--- src/rtl/mdrop_rx_pkg.sv ---
// Shared types for the multidrop receiver.
// Assumes: one word is 8 data bits, a ninth bit and a framing flag.
package mdrop_rx_pkg;
    typedef enum logic {RX_IDLE, RX_BITS} rx_state_e;

    typedef struct packed {
        logic       bad;
        logic       b9;
        logic [7:0] data;
    } rx_word_t;

    localparam int CTL_EN   = 0;
    localparam int CTL_NINE = 1;
    localparam int CTL_CONT = 2;
    localparam int CTL_ADET = 3;
endpackage

--- src/rtl/mdrop_rx_sampler.sv ---
// Oversampling frame decoder: synchronises the line, votes three mid-bit
// samples and shifts data in LSB first. It raises done for one cycle with
// the word and the stop-bit status.
// Assumes: tick is a one-cycle pulse at OSR times the bit rate, and the
// caller drops run to abort a frame and return to idle.
module mdrop_rx_sampler
    import mdrop_rx_pkg::*;
#(
    parameter int OSR  = 16,
    parameter int MAXB = 9
) (
    input  logic            clk,
    input  logic            rst_n,
    input  logic            run,
    input  logic            nine,
    input  logic            tick,
    input  logic            rx_pin,
    output logic            done,
    output logic [MAXB-1:0] word,
    output logic            stop_bad
);
    localparam int CW  = $clog2(OSR);
    localparam int IW  = $clog2(MAXB + 2);
    localparam int MID = OSR / 2;

    logic [1:0]      sync_q;
    logic            rx_s;
    rx_state_e       st_q;
    logic [CW-1:0]   cnt_q;
    logic [IW-1:0]   idx_q;
    logic [IW-1:0]   last_idx;
    logic [2:0]      smp_q;
    logic            vote_hi;
    logic [MAXB-1:0] sh_q;
    logic            done_q;
    logic            bad_q;

    // Two-stage synchroniser for the asynchronous line.
    always_ff @(posedge clk) begin
        if (!rst_n) sync_q <= 2'b11;
        else        sync_q <= {sync_q[0], rx_pin};
    end

    assign rx_s     = sync_q[1];
    assign vote_hi  = (smp_q[0] & smp_q[1]) | (smp_q[0] & smp_q[2]) | (smp_q[1] & smp_q[2]);
    assign last_idx = nine ? IW'(MAXB + 1) : IW'(MAXB);

    // Frame state machine: start detect, per-bit vote, shift, stop check.
    always_ff @(posedge clk) begin
        if (!rst_n || !run) begin
            st_q   <= RX_IDLE;
            cnt_q  <= '0;
            idx_q  <= '0;
            smp_q  <= '0;
            sh_q   <= '0;
            done_q <= 1'b0;
            bad_q  <= 1'b0;
        end else begin
            done_q <= 1'b0;
            if (tick) begin
                case (st_q)
                    RX_IDLE: begin
                        if (!rx_s) begin
                            st_q  <= RX_BITS;
                            cnt_q <= '0;
                            idx_q <= '0;
                        end
                    end
                    RX_BITS: begin
                        cnt_q <= (cnt_q == CW'(OSR - 1)) ? '0 : cnt_q + 1'b1;
                        if (cnt_q == CW'(MID - 1) || cnt_q == CW'(MID) || cnt_q == CW'(MID + 1))
                            smp_q <= {smp_q[1:0], rx_s};
                        if (cnt_q == CW'(OSR - 1)) begin
                            if (idx_q == '0) begin
                                if (vote_hi) st_q <= RX_IDLE;
                                else         idx_q <= idx_q + 1'b1;
                            end else if (idx_q == last_idx) begin
                                done_q <= 1'b1;
                                bad_q  <= !vote_hi;
                                st_q   <= RX_IDLE;
                            end else begin
                                sh_q  <= {vote_hi, sh_q[MAXB-1:1]};
                                idx_q <= idx_q + 1'b1;
                            end
                        end
                    end
                    default: st_q <= RX_IDLE;
                endcase
            end
        end
    end

    assign done     = done_q;
    assign stop_bad = bad_q;
    assign word     = nine ? sh_q : {1'b0, sh_q[MAXB-1:1]};
endmodule

--- src/rtl/mdrop_rx_fifo.sv ---
// Small holding FIFO with a combinational head output (zero when empty).
// Assumes: DEPTH is a power of two of at least 2, and the caller pushes
// only when there is room (or a pop happens in the same cycle).
module mdrop_rx_fifo #(
    parameter int W     = 10,
    parameter int DEPTH = 2
) (
    input  logic                       clk,
    input  logic                       rst_n,
    input  logic                       flush,
    input  logic                       push,
    input  logic [W-1:0]               din,
    input  logic                       pop,
    output logic [W-1:0]               dout,
    output logic [$clog2(DEPTH+1)-1:0] fill
);
    localparam int PW = $clog2(DEPTH);
    localparam int FW = $clog2(DEPTH + 1);

    logic [W-1:0]  mem_q [DEPTH];
    logic [PW-1:0] wp_q, rp_q;
    logic [FW-1:0] cnt_q;
    logic          do_pop;

    assign do_pop = pop && (cnt_q != '0);

    // Storage write at the write pointer.
    always_ff @(posedge clk) begin
        if (push) mem_q[wp_q] <= din;
    end

    // Pointer and occupancy update, flushed on reset or request.
    always_ff @(posedge clk) begin
        if (!rst_n || flush) begin
            wp_q  <= '0;
            rp_q  <= '0;
            cnt_q <= '0;
        end else begin
            if (push)   wp_q <= wp_q + 1'b1;
            if (do_pop) rp_q <= rp_q + 1'b1;
            cnt_q <= cnt_q + FW'(push) - FW'(do_pop);
        end
    end

    assign dout = (cnt_q != '0) ? mem_q[rp_q] : '0;
    assign fill = cnt_q;
endmodule

--- src/rtl/mdrop_rx.sv ---
// Top of the multidrop receiver: control register, address filter,
// overrun tracking and host-facing buffer outputs.
// Assumes: os_tick comes from an external baud generator at 16x the rate.
module mdrop_rx
    import mdrop_rx_pkg::*;
#(
    parameter int OSR   = 16,
    parameter int DEPTH = 2
) (
    input  logic       clk,
    input  logic       rst_n,
    input  logic       rx_pin,
    input  logic       os_tick,
    input  logic       ctl_we,
    input  logic [3:0] ctl_wdata,
    output logic [3:0] ctl_q,
    input  logic       rd_pop,
    output logic [7:0] rd_data,
    output logic       rd_bit9,
    output logic       rd_ferr,
    output logic       ovr_err,
    output logic       rx_irq
);
    localparam int WW = $bits(rx_word_t);
    localparam int FW = $clog2(DEPTH + 1);

    logic [3:0]    ctl_r;
    logic          oerr_q;
    logic          run;
    logic          fr_done, fr_bad;
    logic [8:0]    fr_word;
    logic          accept, room, push, overrun;
    rx_word_t      in_w, head_w;
    logic [FW-1:0] fill;

    // Control register, written whole by the host.
    always_ff @(posedge clk) begin
        if (!rst_n)      ctl_r <= '0;
        else if (ctl_we) ctl_r <= ctl_wdata;
    end

    assign run = ctl_r[CTL_EN] && ctl_r[CTL_CONT] && !oerr_q;

    mdrop_rx_sampler #(.OSR(OSR), .MAXB(9)) u_smp (
        .clk(clk), .rst_n(rst_n), .run(run), .nine(ctl_r[CTL_NINE]),
        .tick(os_tick), .rx_pin(rx_pin),
        .done(fr_done), .word(fr_word), .stop_bad(fr_bad)
    );

    assign accept  = fr_done && !(ctl_r[CTL_NINE] && ctl_r[CTL_ADET] && !fr_word[8]);
    assign room    = (fill != FW'(DEPTH)) || rd_pop;
    assign push    = accept && room;
    assign overrun = accept && !room;
    assign in_w    = '{bad: fr_bad, b9: fr_word[8], data: fr_word[7:0]};

    mdrop_rx_fifo #(.W(WW), .DEPTH(DEPTH)) u_buf (
        .clk(clk), .rst_n(rst_n), .flush(!ctl_r[CTL_EN]),
        .push(push), .din(in_w), .pop(rd_pop), .dout(head_w), .fill(fill)
    );

    // Sticky overrun flag, released by clearing enable or continuous receive.
    always_ff @(posedge clk) begin
        if (!rst_n || !ctl_r[CTL_EN] || !ctl_r[CTL_CONT]) oerr_q <= 1'b0;
        else if (overrun)                                 oerr_q <= 1'b1;
    end

    assign ctl_q   = ctl_r;
    assign rd_data = head_w.data;
    assign rd_bit9 = head_w.b9;
    assign rd_ferr = head_w.bad;
    assign ovr_err = oerr_q;
    assign rx_irq  = (fill != '0);
endmodule

--- config.mk ---
export PLATFORM = sky130hd
export DESIGN_NAME = mdrop_rx
export DESIGN_NICKNAME = d
export VERILOG_FILES = /design/src/rtl/mdrop_rx_pkg.sv /design/src/rtl/mdrop_rx_sampler.sv /design/src/rtl/mdrop_rx_fifo.sv /design/src/rtl/mdrop_rx.sv
export SDC_FILE = /design/constraint.sdc
export NUM_CORES = 1
export LEC_CHECK = 0
export BUFFER_PORTS_ARGS = -buffer_cell sky130_fd_sc_hd__buf_2
export CAP_MARGIN = 20
export CORE_MARGIN = 2
export CORE_UTILIZATION = 40
export CTS_CLUSTER_DIAMETER = 30
export DETAILED_ROUTE_END_ITERATION = 12
export GPL_TIMING_DRIVEN = 0
export PLACE_DENSITY = 0.6
export SETUP_SLACK_MARGIN = 0.05
export SYNTH_ARGS = -nofsm -noshare
export SYNTH_HDL_FRONTEND = slang
export SYNTH_HIERARCHICAL = 1
export SYNTH_SLANG_ARGS = --single-unit
--- constraint.sdc ---
create_clock -name clk -period 3.05 [get_ports clk]
set_input_delay 0.61 -clock clk [delete_from_list [all_inputs] [get_ports clk]]
set_output_delay 0.61 -clock clk [all_outputs]
set_load 0.01 [all_outputs]
==> results.txt, run 1 <==
The run finished with clean final reports. The number of antenna violations at the first check in global routing was 0. The clock share of power came out at 33.8%. The final-layout setup total negative slack is 0 ns.

The pre-antenna-repair detailed-routing pass consisted of 4 iterations. The number of placed cells counting well taps came out at approximately 350. The overall routed net length is around 4900 um. The share of synthesized flip-flops with an asynchronous set or reset is 0%. The largest voltage drop on the vdd net is around 0.18 mV. The buffer depth of the longest clock path is 2. The most used flip-flop cell after synthesis is sky130_fd_sc_hd__dfxtp_1. The number of violations reported at the end of detailed-routing iteration 0 is 68. The distinct cell type count of the synthesized netlist came out at 52. The synthesized design devotes to its leading area cell type a little over a quarter of total area.

The number of synthesized flops with an enable pin came out at 20. The area added between synthesis and finish came out at 11.4%. The final instance count without filler cells is between 300 and 400. The total count of max-transition violations in the final report came out at 0. The relative slew slack came out at about two fifths. The horizontal die dimension came out at 86.0 um.

Setup repair after global routing left no endpoint under its margin. The static leakage is roughly 1.1 nW. The worst hold path belongs to the class register to register. Of all cell types, the one taking the most synthesized area is sky130_fd_sc_hd__dfxtp_1. The critical path endpoint category is a register.

The filler cells instantiated in the layout total 620. The count of nets left with antenna violations once routing finished came out at 0. The depth of the CTS H-tree came out at 2.

Routability-driven placement finished with a final weighted congestion of between 0.7 and 0.8. The insertion delay of the later-clocked pin in the worst-skew pair is 0.31 ns. The top-level I/O count came out at 26. In this run the critical register-to-register path is launched from ctl_q[1]$_SDFFE_PN0P_. The summed instance area of the synthesized netlist is ~0.0027 mm2. TritonCTS built the clock tree. 0 antenna diodes ended up in the layout. In the post-synthesis netlist, the biggest area contributors are sky130_fd_sc_hd__dfxtp_1, sky130_fd_sc_hd__edfxtp_1, sky130_fd_sc_hd__mux2i_1.

The core area came out at approximately 0.0064 mm2. The fraction of the yosys area taken by sequential cells is approximately half. The die covers 0.00739 mm2. The most repeated cell in the gate-level netlist after synthesis is sky130_fd_sc_hd__dfxtp_1. Summing all placed instances gives a cell area of 0.00290 mm2. The first global-routing pass estimated 8140 um of wire. The total clock buffers created by CTS is 5.

The number of synthesis warnings is 6. The root buffer cell is sky130_fd_sc_hd__clkbuf_8. Data on the critical path is required at its endpoint by roughly 3.0 ns. The internal power summed over all cells came out at 0.000940 W. For this design, the sink count on the clock tree is 55. Of the total power, combinational logic draws under 10%.

By startpoint and endpoint, the worst setup path is classified as register to register. The number of gates resized after cts is 0. The net switching power is between 0.0002 and 0.0003 W. The minimum period implied by the final worst setup slack is between 2 and 2.5 ns.

In the final layout, the share of cells above drive strength 1 is 27.9%. The fraction of power spent switching nets came out at 21.8%. The clock-pin slew reported for the worst setup and hold paths after clock tree synthesis came out at roughly 0.1 ns. A synthesized cell averages around 11 um2. Counting instances in the post-synthesis netlist gives the leading cell types as sky130_fd_sc_hd__dfxtp_1, sky130_fd_sc_hd__nor2_1, sky130_fd_sc_hd__edfxtp_1, sky130_fd_sc_hd__mux2i_1, sky130_fd_sc_hd__nand3_1. Detailed placement finished with a half-perimeter wire length of approximately 3500 um. The proportion of power drawn by flip-flops and latches is about 63%.

Along the worst hold path, the cell count comes to 1. The die is about 86 um tall. The total routing resource utilization after global routing is between 10% and 20%. The number of placement rows is 29. Buffers placed on the I/O ports in this run total 24. STA classifies the critical path startpoint as a register.

The net count after synthesis is 261. The post-synthesis register bit count is between 50 and 60. The average routed wire per standard cell is roughly 14 um. The number of vias in the routed layout came out at approximately 1800.

The number of post-CTS setup repair buffers is 0. The highest fanout seen on the critical path is 10. Once layout is done, the placed cells without fillers occupy about 0.0030 mm2. The endpoint with the worst hold slack is u_smp/sync_q[1]$_SDFF_PN1_. The number of global-route vias before repair came out at between 1500 and 2000. The count of hold buffers inserted by post-cts repair came out at 0. The aggregate global routing overflow is 0. In the synthesized netlist, the number of instances is ~240. The ratio of routed vias to standard cells came out at 5.21. In this run the critical register-to-register path is captured at u_buf/mem_q[0][1]$_DFFE_PP_. The slew at the pin with the worst max-slew slack came out at between 0.9 and 1 ns.

At the worst endpoint, the arrival time is between 2 and 2.5 ns. Setup slack on the worst reg-to-reg path comes out at 0.65 ns. Across the run, the number of max-cap violations was 0. The hold path startpoint is u_smp/sync_q[0]$_SDFF_PN1_. The number of hold violations in the final report came out at 0. Entering global routing, the biggest net connects 18 pins.

The total power consumption of the routed design came out at between 0.001 and 0.0015 W. Setup violations remaining at the end of the flow were counted as 0. In the routed design, unresolved DRC markers number 0.

The number of nets in the layout is 292. Across the routed clock network, the largest skew measured is between 0.009 and 0.01 ns. Power spread over the standard cell area amounts to about 400 mW/mm2. The initial utilization of the core area, before any placement, comes to between 40% and 50%. The logic depth of the worst register-to-register path came out at 6. Derived from the worst setup path, the maximum achievable clock frequency is roughly 420 MHz. Of the available clock period, the critical path in the final layout requires between 70% and 80%.
[power by group through the flow]
stage          Combinational, W  Clock [W]  Sequential [W]
4_1_cts               0.0000348   0.000421        0.000762
3_5_place_dp          0.0000347          0        0.000779
3_3_place_gp          0.0000341          0        0.000779
2_1_floorplan         0.0000195          0        0.000779
6_report              0.0000343   0.000407        0.000762
5_1_grt               0.0000379   0.000443        0.000762
[critical path: stages (launching register included)]
cell and delay [ns]:
sky130_fd_sc_hd__dfxtp_1 0.42, sky130_fd_sc_hd__buf_4 0.23, sky130_fd_sc_hd__and2_1 0.20, sky130_fd_sc_hd__nand3b_1 0.14, sky130_fd_sc_hd__nand2_1 0.06, sky130_fd_sc_hd__nor2_1 0.23
sky130_fd_sc_hd__nor2b_1 0.78
[metal layers]
metal | global-route usage [%] | part of all wire [%] | vias to the layer above
met4 | 3.90 | 0.90 | 0
li1 | - | - | 944
met2 | 22.9 | 47 | 24
met5 | 0 | 0 | -
met1 | 17.9 | 49 | 865
met3 | 2.89 | 2.7 | 7
[worst max path at each step]
stage / start / end / slack, ns / cells after the start
after global placement: ctl_q[1]$_SDFFE_PN0P_ / u_buf/mem_q[0][4]$_DFFE_PP_ / 0.67 / 6
final: ctl_q[1]$_SDFFE_PN0P_ / u_buf/mem_q[0][1]$_DFFE_PP_ / 0.65 / 6
after CTS: ctl_q[1]$_SDFFE_PN0P_ / u_buf/mem_q[0][4]$_DFFE_PP_ / 0.60 / 6
after floorplan: ctl_q[1]$_SDFFE_PN0P_ / u_buf/mem_q[0][0]$_DFFE_PP_ / 1.02 / 6
after global routing: ctl_q[1]$_SDFFE_PN0P_ / u_buf/mem_q[0][7]$_DFFE_PP_ / 0.48 / 6
after detailed placement: ctl_q[1]$_SDFFE_PN0P_ / u_buf/mem_q[0][4]$_DFFE_PP_ / 0.62 / 6
[kinds of logic (layout without fill, tap and decap cells)]
logic type	Yosys count	count (layout)	synth area share (%)
buf+inv	21	53	5.12
fa+ha+maj	8	8	3.68
compound gates	47	47	12.7
flops	55	55	48.4
xor+xnor	2	2	1.16
mux	26	26	10.1
simple gates	85	85	18.8
[flip-flops by register name, indices dropped and copies added, names as in the netlist, named ones only]
signal	flops
u_buf/rp_q	1
u_smp/idx_q	4
u_buf/wp_q	1
ovr_err	1
u_smp/sh_q	9
u_smp/done	1
u_smp/smp_q	3
u_smp/sync_q	2
ctl_q	4
u_buf/fill	2
u_smp/stop_bad	1
u_smp/st_q	1
u_buf/mem_q	20
u_smp/cnt_q	4
[metrics by stage]
step | hold slack (ns) | utilization, % | setup WS, ns
after floorplan | 0.386 | - | 1.02
after global placement | 0.393 | 45.2 | 0.666
after detailed placement | 0.401 | 45.2 | 0.618
after CTS | 0.425 | 46.6 | 0.601
after global routing | 0.438 | 46.6 | 0.482
final | 0.421 | 46.6 | 0.650
[cells in the final DEF, fill, tap and decap left out, drive strengths merged, types with 2 or more instances in the layout]
| cell | count |
|---|---|
| and2 | 3 |
| o21a | 2 |
| nand2b | 3 |
| nor3b | 6 |
| o31ai | 2 |
| nand3 | 17 |
| nand3b | 3 |
| o21ai | 16 |
| dfxtp | 35 |
| a31oi | 2 |
| ha | 7 |
| clkbuf | 6 |
| o21bai | 2 |
| edfxtp | 20 |
| nor2b | 5 |
| o211ai | 3 |
| mux2i | 17 |
| clkinv | 2 |
| mux2 | 9 |
| nand4 | 4 |
| a21oi | 15 |
| nand2 | 9 |
| inv | 9 |
| nor3 | 3 |
| nor2 | 23 |
| buf | 36 |
| or3 | 3 |
[final cells by class]
cell class	count	area (um2)	area share, %
clock inverter	2	17.5	0.585
multi-input combinational	168	1250	41.7
sequential	55	1300	43.5
buffer	12	104	3.47
inverter	9	33.8	1.13
tap	77	96.3	3.22
timing repair buffer	24	120	4.01
clock buffer	6	72.6	2.42
(Power assumes the default switching activity.)
==> inputs of run 2 (changes only) <==
ABC_AREA = 1   (was not set)
clock period = 2.5 ns   (was 3.05 ns; I/O delays follow)
==> run 2 against run 1 <==
Compared with the run above: first-iteration DRC count grew 25%; clock power grew 41%; utilization shrank 0.57 points; non-clock buffer count shrank 7; sequential share of layout area grew 1.8 points; hold slack lost 0.041 ns; flip-flop and latch count is the same; wire length shrank 6.1%; via count grew 6.8%; maximum frequency grew 17%; largest cell class unchanged; largest power group unchanged.
==> results.txt, run 2 <==
For this design the static power due to leakage is between 1 and 1.5 nW. The power density normalized to cell area came out at between 500 and 600 mW/mm2. The starting density of the core is 40.7%. For this run, the slowest stage of the critical path takes 0.44 ns.

The region available for standard cell placement spans around 0.0062 mm2. The depth of the CTS H-tree is 2. The fraction of the yosys area taken by sequential cells came out at between 50% and 60%. For this run, the share of the core covered by cells in the final layout is a little under half. The maximum clock frequency came out at about 490 MHz. The horizontal die dimension is approximately 84 um. Among all cell types in the netlist, the one instantiated most often is sky130_fd_sc_hd__nand2_1. Clock-pin slew was measured on the worst setup and hold paths at 0.09 ns. The CTS tree is done. Yosys mapped the design onto 28 distinct sky130hd cell types.

The length of the first detailed-routing pass in iterations is 4. The number of nets with antenna violations after detailed routing came out at 0. The weighted congestion at the end of routability-driven global placement is slightly below 0.8. By count the netlist is led by sky130_fd_sc_hd__nand2_1, sky130_fd_sc_hd__nor2_1, sky130_fd_sc_hd__inv_1, sky130_fd_sc_hd__dfxtp_1, sky130_fd_sc_hd__o21ai_0. The register with the most flip-flops is u_buf/mem_q.

Global routing used between 10% and 20% of the available tracks across all layers. The placed wire-length estimate came out at between 3000 and 4000 um. The data required time of the critical path came out at ~2.4 ns. The first global-routing pass estimated around 8000 um of wire. Cells with a size suffix above 1 make up ~17% of the layout. Buffers placed on the I/O ports in this run total 25.

TritonCTS created 5 clock buffers. The register with the most flip-flops in the layout has 20 of them. The height of the die is around 84 um.

Of the post-synthesis cell area, the dominant cell type holds 27.6%. The reported max-cap violation count came out at 0. The number of hold violations in the final report is 0.

Ranked by total cell area, the synthesized netlist is headed by sky130_fd_sc_hd__dfxtp_1, sky130_fd_sc_hd__edfxtp_1, sky130_fd_sc_hd__nand2_1. The number of global-route vias before repair is between 1500 and 2000. The setup slack after placement is 0.112 ns.

The average routed wire per standard cell came out at roughly 11 um. The overall routed net length is 4570 um. The buffer depth of the longest clock path came out at 2. The critical path endpoint category is a register.

Clock skew on the completed layout was measured at 0.00420 ns. The number of synthesis warnings is 6. The highest fanout seen on the critical path is 10. The tightest min-delay check is of the input pin to register type. Using the TritonRoute via totals, the vias-per-cell ratio works out to about 4.7.

The share of synthesized flip-flops with an asynchronous set or reset is 0%. The final number of setup-violating endpoints came out at 0. The footprint of the flip-flops and latches is about 0.0013 mm2. The largest registers in the layout are u_buf/mem_q (20), u_smp/sh_q (9). The final worst slack came out at 0.444 ns. The area of combinational cells with multiple inputs is 0.00104 mm2. The relative slew slack came out at between 60% and 70%. The net count after synthesis came out at approximately 330. The largest voltage drop on the vdd net came out at around 0.3 mV. The top-level I/O count is 26.

The aggregate global routing overflow is 0. The largest net degree at the start of global routing came out at 18. The most repeated library cell on the critical path is sky130_fd_sc_hd__inv_1. The worst setup path is of the register to register kind. The number of vias in the routed layout is between 1500 and 2000. Clock latency on the worst-skew pair, taken at its later pin, is ~0.30 ns. The number of placement rows is 29. The post-route fraction of the period consumed by the critical path came out at 82.3%. Across all hold checks on the routed design, the worst slack comes to approximately 0.38 ns. The number of buffer and inverter instances along the worst setup path is 4. Overall power consumption after layout is estimated at approximately 0.0015 W. The run finished with clean final reports. The library cell used most frequently in the layout, excluding fill and tap cells, is sky130_fd_sc_hd__nand2_1. The area growth from synthesis to layout is 13.2%. Leaving out fill and tap cells, the most frequent cells in the layout are sky130_fd_sc_hd__nand2_1, sky130_fd_sc_hd__nor2_1, sky130_fd_sc_hd__inv_1, sky130_fd_sc_hd__dfxtp_1, sky130_fd_sc_hd__buf_2. The number of nets in the layout is around 360. The number of antenna violations at the first check in global routing is 0.

Fill cells in the final layout number between 600 and 700. For this run, the leading register cell type out of synthesis is sky130_fd_sc_hd__dfxtp_1. The number of violations reported at the end of detailed-routing iteration 0 is between 80 and 90. The worst setup path is launched from a register. Setup repair after global routing left no endpoint under its margin.

The slew at the pin with the worst max-slew slack came out at around 0.55 ns. The slowest stage of the critical path belongs to the cell sky130_fd_sc_hd__nor2_2. The synthesized design contains 55 register bits.

The total inserted antenna cells came out at 0. For the finished layout, the period the worst path requires is 2.06 ns. The total count of max-transition violations in the final report came to 0. The post-synthesis cell count is 308. The DRC violation count after routing is 0. Traced cell by cell, the critical path runs through buf_4 > nand2_1 > inv_1 > inv_1 > nand3_1 > nand2_1 > nor2_1 > inv_1 > nor2_2. The largest total area in the synthesized netlist belongs to sky130_fd_sc_hd__dfxtp_1. The final-layout setup total negative slack is 0 ns. The clock sink count is 55. After synthesis the cells add up to around 0.0025 mm2. The floorplan die area is between 0.006 and 0.007 mm2. Counting flops with a built-in enable in the synthesized netlist gives 20. The root buffer cell is sky130_fd_sc_hd__clkbuf_8. At the worst endpoint, the arrival time is roughly 2.0 ns. Broken down by cell family, the worst path's largest delay share belongs to simple AND/OR/NAND/NOR gates. The average cell area after synthesis came out at around 8.2 um2.
## run 2: cell count changes in the layout (fill, tap and decap cells not counted), sizes merged, moves of 6 or more
cell and delta:
inv +32, nand2 +61, mux2 -9, a21oi +11, o21ai +11, mux2i -17
buf -7, nor3b -6, nor2 +27
## run 2: cell families after synthesis
group	share of synthesized area, %
AOI/OAI and AO/OA	11.6
xor gates and xnor gates	0.690
adders and majority gates	3.45
buffers and inverters	7.69
DFF	51.3
and+or+nand+nor	25.3
## run 2: worst register-to-register path: cells and delay by family (launching register included)
family                 cells  cell delay (ns)
buffers and inverters      4             0.42
DFF                        1             0.41
and+or+nand+nor            5             0.87
## run 2: final cells by class
class | instances | area share (%)
clock inverter | 2 | 1.31
sequential | 55 | 45.3
multi-input combinational | 207 | 36.4
clock buffer | 6 | 2.53
timing repair buffer | 25 | 4.36
tap | 77 | 3.35
buffer | 4 | 1.22
inverter | 42 | 5.57
## run 2: worst paths after layout
path,start,to,slack (ns),depth (start not counted)
min reg2reg,u_smp/sync_q[0]$_SDFF_PN1_,u_smp/sync_q[1]$_SDFF_PN1_,0.42,2
max,ctl_q[1]$_SDFFE_PN0P_,u_buf/mem_q[0][0]$_DFFE_PP_,0.44,9
max reg2reg,ctl_q[1]$_SDFFE_PN0P_,u_buf/mem_q[0][0]$_DFFE_PP_,0.44,9
min,rx_pin,u_smp/sync_q[0]$_SDFF_PN1_,0.38,3
## run 2: what timing repair did
item                                    4_1_cts  5_1_grt
endpoints found under the setup margin        0       10
resized for setup                             0        1
hold buffers                                  0        0
setup buffers                                 0        0
## run 2: power breakdown
group	switching, W	internal [W]	total [W]
clock	0.000273	0.000299	0.000572
combinational	0.0000281	0.0000165	0.0000446
sequential	0.00000549	0.000926	0.000931
total	0.000306	0.00124	0.00155
## run 2: metrics by stage
step | cells | instance area (um2)
after CTS | 418 | 2870
after detailed placement | 410 | 2760
final | 418 | 2870
after floorplan | 308 | 2540
after global routing | 418 | 2870
after global placement | 410 | 2760
## run 2: metal layers
layer	wire, um	up-vias	track usage [%]
met5	0	-	0
met4	42	0	5.13
met3	114	2	3.07
met2	2220	23	24.4
met1	2200	887	17.1
li1	-	1054	-
